<file path="src/rtl/slot_alloc_pkg.sv">
package slot_alloc_pkg;

    typedef enum logic [1:0] {
        OP_AUTO    = 2'd0,
        OP_CLAIM   = 2'd1,
        OP_RELEASE = 2'd2,
        OP_RSVD    = 2'd3
    } op_e;

    typedef enum logic [1:0] {
        ST_OK      = 2'd0,
        ST_NO_SLOT = 2'd1,
        ST_INVALID = 2'd2,
        ST_IN_USE  = 2'd3
    } status_e;

endpackage

</file>
<file path="src/rtl/slot_alloc_first_free.sv">
// Finds the lowest-numbered clear bit of the occupancy vector.
module slot_alloc_first_free #(
    parameter int NUM_SLOTS = 32,
    parameter int SLOT_W    = $clog2(NUM_SLOTS)
) (
    input  logic [NUM_SLOTS-1:0] occ,
    output logic                 found,
    output logic [SLOT_W-1:0]    idx
);

    always_comb begin
        found = 1'b0;
        idx   = '0;
        // Walk downward so the last hit written is the lowest free slot.
        for (int i = NUM_SLOTS - 1; i >= 0; i--) begin
            if (!occ[i]) begin
                found = 1'b1;
                idx   = SLOT_W'(i);
            end
        end
    end

endmodule

</file>
<file path="src/rtl/slot_alloc_decode.sv">
// Range check and one-hot select of the requested slot number.
module slot_alloc_decode #(
    parameter int NUM_SLOTS = 32,
    parameter int SLOT_W    = $clog2(NUM_SLOTS),
    parameter int REQ_W     = SLOT_W + 1
) (
    input  logic [REQ_W-1:0]     slot,
    output logic                 in_range,
    output logic [NUM_SLOTS-1:0] onehot
);

    assign in_range = (slot < REQ_W'(NUM_SLOTS));

    for (genvar g = 0; g < NUM_SLOTS; g++) begin : g_sel
        assign onehot[g] = (slot == REQ_W'(g));
    end

endmodule

</file>
<file path="src/rtl/slot_alloc.sv">
module slot_alloc
    import slot_alloc_pkg::*;
#(
    parameter int NUM_SLOTS = 32,
    parameter int SLOT_W    = $clog2(NUM_SLOTS),
    parameter int REQ_W     = SLOT_W + 1
) (
    input  logic              clk,
    input  logic              rst_n,
    input  logic              req_valid,
    input  logic [1:0]        req_op,
    input  logic [REQ_W-1:0]  req_slot,
    output logic              rsp_valid,
    output logic [1:0]        rsp_status,
    output logic [SLOT_W-1:0] rsp_slot
);

    localparam logic [NUM_SLOTS-1:0] OCC_RESET = NUM_SLOTS'(1);

    typedef struct packed {
        logic [NUM_SLOTS-1:0] occ;
        logic                 rsp_valid;
        status_e              status;
        logic [SLOT_W-1:0]    slot;
    } state_t;

    state_t s_d, s_q;

    logic                 free_found;
    logic [SLOT_W-1:0]    free_idx;
    logic                 sel_in_range;
    logic [NUM_SLOTS-1:0] sel_onehot;
    logic [NUM_SLOTS-1:0] occ_q;

    assign occ_q = s_q.occ;

    slot_alloc_first_free #(
        .NUM_SLOTS (NUM_SLOTS),
        .SLOT_W    (SLOT_W)
    ) u_first_free (
        .occ   (s_q.occ),
        .found (free_found),
        .idx   (free_idx)
    );

    slot_alloc_decode #(
        .NUM_SLOTS (NUM_SLOTS),
        .SLOT_W    (SLOT_W),
        .REQ_W     (REQ_W)
    ) u_decode (
        .slot     (req_slot),
        .in_range (sel_in_range),
        .onehot   (sel_onehot)
    );

    always_comb begin
        s_d           = s_q;
        s_d.rsp_valid = 1'b0;
        s_d.status    = ST_OK;
        s_d.slot      = '0;
        if (req_valid) begin
            s_d.rsp_valid = 1'b1;
            unique case (op_e'(req_op))
                OP_AUTO: begin
                    if (free_found) begin
                        s_d.occ[free_idx] = 1'b1;
                        s_d.slot          = free_idx;
                    end else begin
                        s_d.status = ST_NO_SLOT;
                    end
                end
                OP_CLAIM: begin
                    if (!sel_in_range) begin
                        s_d.status = ST_INVALID;
                    end else if ((s_q.occ & sel_onehot) != '0) begin
                        s_d.status = ST_IN_USE;
                    end else begin
                        s_d.occ = s_q.occ | sel_onehot;
                    end
                end
                OP_RELEASE: begin
                    if (!sel_in_range) begin
                        s_d.status = ST_INVALID;
                    end else begin
                        s_d.occ = s_q.occ & ~sel_onehot;
                    end
                end
                default: begin
                    s_d.status = ST_INVALID;
                end
            endcase
        end
    end

    always_ff @(posedge clk) begin
        if (!rst_n) begin
            s_q.occ       <= OCC_RESET;
            s_q.rsp_valid <= 1'b0;
            s_q.status    <= ST_OK;
            s_q.slot      <= '0;
        end else begin
            s_q <= s_d;
        end
    end

    assign rsp_valid  = s_q.rsp_valid;
    assign rsp_status = s_q.status;
    assign rsp_slot   = s_q.slot;

endmodule

</file>
<file path="config.mk">
export PLATFORM = sky130hd
export DESIGN_NAME = slot_alloc
export DESIGN_NICKNAME = d
export VERILOG_FILES = /design/src/rtl/slot_alloc_pkg.sv /design/src/rtl/slot_alloc_first_free.sv /design/src/rtl/slot_alloc_decode.sv /design/src/rtl/slot_alloc.sv
export SDC_FILE = /design/constraint.sdc
export NUM_CORES = 1
export LEC_CHECK = 0
export ABC_AREA = 0
export BUFFER_PORTS_ARGS = -buffer_cell sky130_fd_sc_hd__buf_2
export CORE_MARGIN = 2
export CORE_UTILIZATION = 30
export CTS_BUF_LIST = sky130_fd_sc_hd__clkbuf_16
export CTS_CLUSTER_DIAMETER = 60
export DETAILED_ROUTE_END_ITERATION = 12
export MAX_ROUTING_LAYER = met4
export PLACE_DENSITY_LB_ADDON = 0.08
export SLEW_MARGIN = 30
export SYNTH_ARGS = -nofsm -noshare
export SYNTH_HDL_FRONTEND = slang
export SYNTH_SLANG_ARGS = --single-unit
</file>
<file path="constraint.sdc">
create_clock -name clk -period 2.3 [get_ports clk]
set_input_delay 0.115 -clock clk [delete_from_list [all_inputs] [get_ports clk]]
set_output_delay 0.115 -clock clk [all_outputs]
set_load 0.03 [all_outputs]
</file>
==> out/metrics.yaml <==
drv_cap: 0
detail-route-antenna-nets: 0
yosys_register_bits: 40
globalplace.congestion: 0.945
yosys.area.top_type: "dfxtp_1"
synth-xor-area-share: 0
final_layout_size_suffix_gt1_frac: 0.394
worstMarginPinSlew_ps: 532
ys_types: 65
grt_use_total: 0.286
hold_viol_final: 0
h-tree-depth: 2
grt_max_degree: 21
avgSynthCellArea_sq_um: 7.59
synth_top_family_by_area: "simple AND/OR/NAND/NOR gates"
routed_via_density: 6.01
status: "finished, final reports clean"
period_share: 0.987
max_freq_ghz: 0.441
hold_class: "in -> reg"
rsz0062_at_grt: "true"
synth_fa_ha_area_frac: 0
post-route-min-period_ps: 2270
coreArea_sq_um: 9680
holdCritStartpoint: "req_valid"
clock_skew_ps: 8.01
dieArea_sq_um: 10700
cp-end-kind: "flop"
ios: 19
insertion_delay_ps: 290
postSynth.asyncResetShare: 0
antennaDiodeCount: 0
ir_drop_mv: 0.308
drc: 0
wirelength_microns: 14400
powerDensity_nw_per_um2: 400
cp.required_ps: 2500
clk_pin_slew_worst_paths_ps: 60
grt_overflow: 0
drv_slew: 0
num_vias: 3952
setup_viol: 0
root_buffer: "clkbuf_16"
leakage_nw: 1.74
r2r-start: "occ_q[28]$_SDFFE_PN0P_"
path_class: "reg -> reg"
first_pass_iters: 6
synth_edf_count: 0
final_core_util: 0.468
postSynthCellCount: 390
synth_mux_area_frac: 0.0211
start_util: 0.306
die_w_microns: 103
synth_compound_area_frac: 0.308
antenna_found_initial: 0
syn2layout_area_growth_pct: 53.1
die_height_microns: 103
slew_headroom: 0.645
fin_setup_tns_ps: 0
arrival_ps: 2470
rows: 36
synthSimpleGateAreaFrac: 0.342
grt_pass1_vias: 3704
grt_first_pass_wirelength_microns: 21700
crit_start: "occ_q[28]$_SDFFE_PN0P_"
dp_hpwl_microns: 11000
numCtsBuffers: 5
cts_hold_buffers: 0
ys.flop_type: "dfxtp_1"
yosysWarnings: 0
cts.path.max_buffers: 2
start_kind: "flop"
syn-num-nets: 401
final_nets: 535
synth.cell_area_sq_um: 2960
wire_per_inst_microns: 21.8
tritoncts: "yes"
port_buffers: 18
path_max_fanout: 4
synth_area_leaders: "dfxtp_1 27%, nand2_1 4.7%, o21ai_0 4.1%, a21oi_1 3.9%, nand4_1 3.6%"
numClockSinks: 40
ys_seq_area_frac: 0.270
synth_top_area_frac: 0.270
dr.first_iter.drc_count: 469
report_power, final:
group / switching, mW / internal [mW]
logic: 0.179 / 0.133
registers: 0.00336 / 0.697
clock network: 0.291 / 0.507
synthesized netlist by cell type, types with 4 or more instances:
master,n
a211oi_1,7
nand4_1,17
nor2b_1,11
a41oi_1,4
nor3_1,10
o21ai_0,24
o22ai_1,5
dfxtp_1,40
nand2b_1,13
o221ai_1,4
nand2_1,37
nor2_1,27
a21boi_0,7
and3_1,6
a21oi_1,23
nand3_1,12
a221oi_1,8
o21ai_1,8
buf_2,7
nor4_1,6
clkbuf_1,9
and2_1,4
inv_1,14
nand3b_1,6
a31oi_1,15
mux2i_1,4
worst paths after layout:
| check | end | slack [ps] | cells past startpoint |
|---|---|---|---|
| hold reg to reg | occ_q[2]$_SDFFE_PN0P_ | 560 | 2 |
| setup reg to reg | occ_q[11]$_SDFFE_PN0P_ | 30 | 7 |
| hold / removal | rsp_valid$_SDFF_PN0_ | 90 | 2 |
| setup / recovery | occ_q[11]$_SDFFE_PN0P_ | 30 | 7 |
sequential cells by signal (all words and copies together), names as in the netlist:
name / cells
rsp_slot: 5
rsp_status: 2
occ_q: 32
rsp_valid: 1
layout make-up:
| class | instances | area (sq um) |
|---|---|---|
| Clock buffer | 5 | 125 |
| Clock inverter | 3 | 38.8 |
| Fill cell | 959 | 5150 |
| Inverter | 14 | 52.6 |
| Multi-Input combinational cell | 314 | 2200 |
| Sequential cell | 40 | 811 |
| Tap cell | 133 | 166 |
| Timing Repair Buffer | 149 | 1140 |
routing by layer:
layer | GRT usage | up-vias | wire (microns)
li1 | - | 1777 | -
met1 | 0.380 | 1866 | 5970
met2 | 0.437 | 259 | 6360
met3 | 0.0470 | 50 | 1480
met4 | 0.107 | 0 | 546
met5 | - | - | 0
placed cells by master (no fill, tap or decap), types with 3 or more instances in the layout:
cell type | synthesis | final
buf_4 | 3 | 122
nand2_1 | 37 | 36
dfxtp_1 | 40 | 32
nor2_1 | 27 | 25
a21oi_1 | 23 | 23
o21ai_0 | 24 | 19
buf_2 | 7 | 18
nand4_1 | 17 | 17
inv_1 | 14 | 14
a31oi_1 | 15 | 14
nand2b_1 | 13 | 13
o21ai_1 | 8 | 12
nor2b_1 | 11 | 11
nand3_1 | 12 | 11
nor3_1 | 10 | 8
dfxtp_2 | 0 | 8
and3_1 | 6 | 6
nand3b_1 | 6 | 6
a21boi_0 | 7 | 6
nor4_1 | 6 | 5
a211oi_1 | 7 | 5
o22ai_1 | 5 | 5
clkbuf_16 | 0 | 5
buf_6 | 2 | 5
mux2i_1 | 4 | 4
and2_1 | 4 | 4
a221oi_1 | 8 | 4
buf_12 | 0 | 4
o31a_1 | 3 | 3
o211ai_1 | 3 | 3
nor3b_1 | 3 | 3
nor4b_2 | 3 | 3
a221oi_2 | 1 | 3
o221ai_1 | 4 | 3
a41oi_1 | 4 | 3
stage by stage:
stage / std cells / setup WS, ps / power, mW / area, sq um / hold slack, ps
3_3_place_gp: 641 / -160 / 0.996 / 4050 / 381
2_1_floorplan: 390 / 32.0 / 0.850 / 2960 / 194
4_1_cts: 650 / 3.79 / 1.80 / 4260 / 101
5_1_grt: 658 / -34.7 / 1.87 / 4530 / 101
3_5_place_dp: 641 / -233 / 0.993 / 4050 / 396
6_report: 658 / 30.1 / 1.81 / 4530 / 92.6
critical path, cell delays in order, from the launching register on:
cell	delay [ps]
dfxtp_1	330
buf_4	150
nand4_1	250
nor2b_1	230
o31a_1	340
or4_4	530
buf_4	170
o21ai_1	170
cell families (layout without fill, tap and decap cells):
kind of cell / after synthesis / in the layout
AND/OR/NAND/NOR: 176 / 176
AO/OA/AOI/OAI: 133 / 133
flip-flops: 40 / 40
buffers and inverters: 36 / 171
multiplexers: 5 / 5
timing repair:
action / CTS / global route
setup buffers: 1 / 10
gates resized for setup: 11 / 47
cloned: 0 / 1
pin swaps: 5 / 20
setup endpoints to repair: 31 / 33
Note: power is estimated with default switching activity, not from simulation.
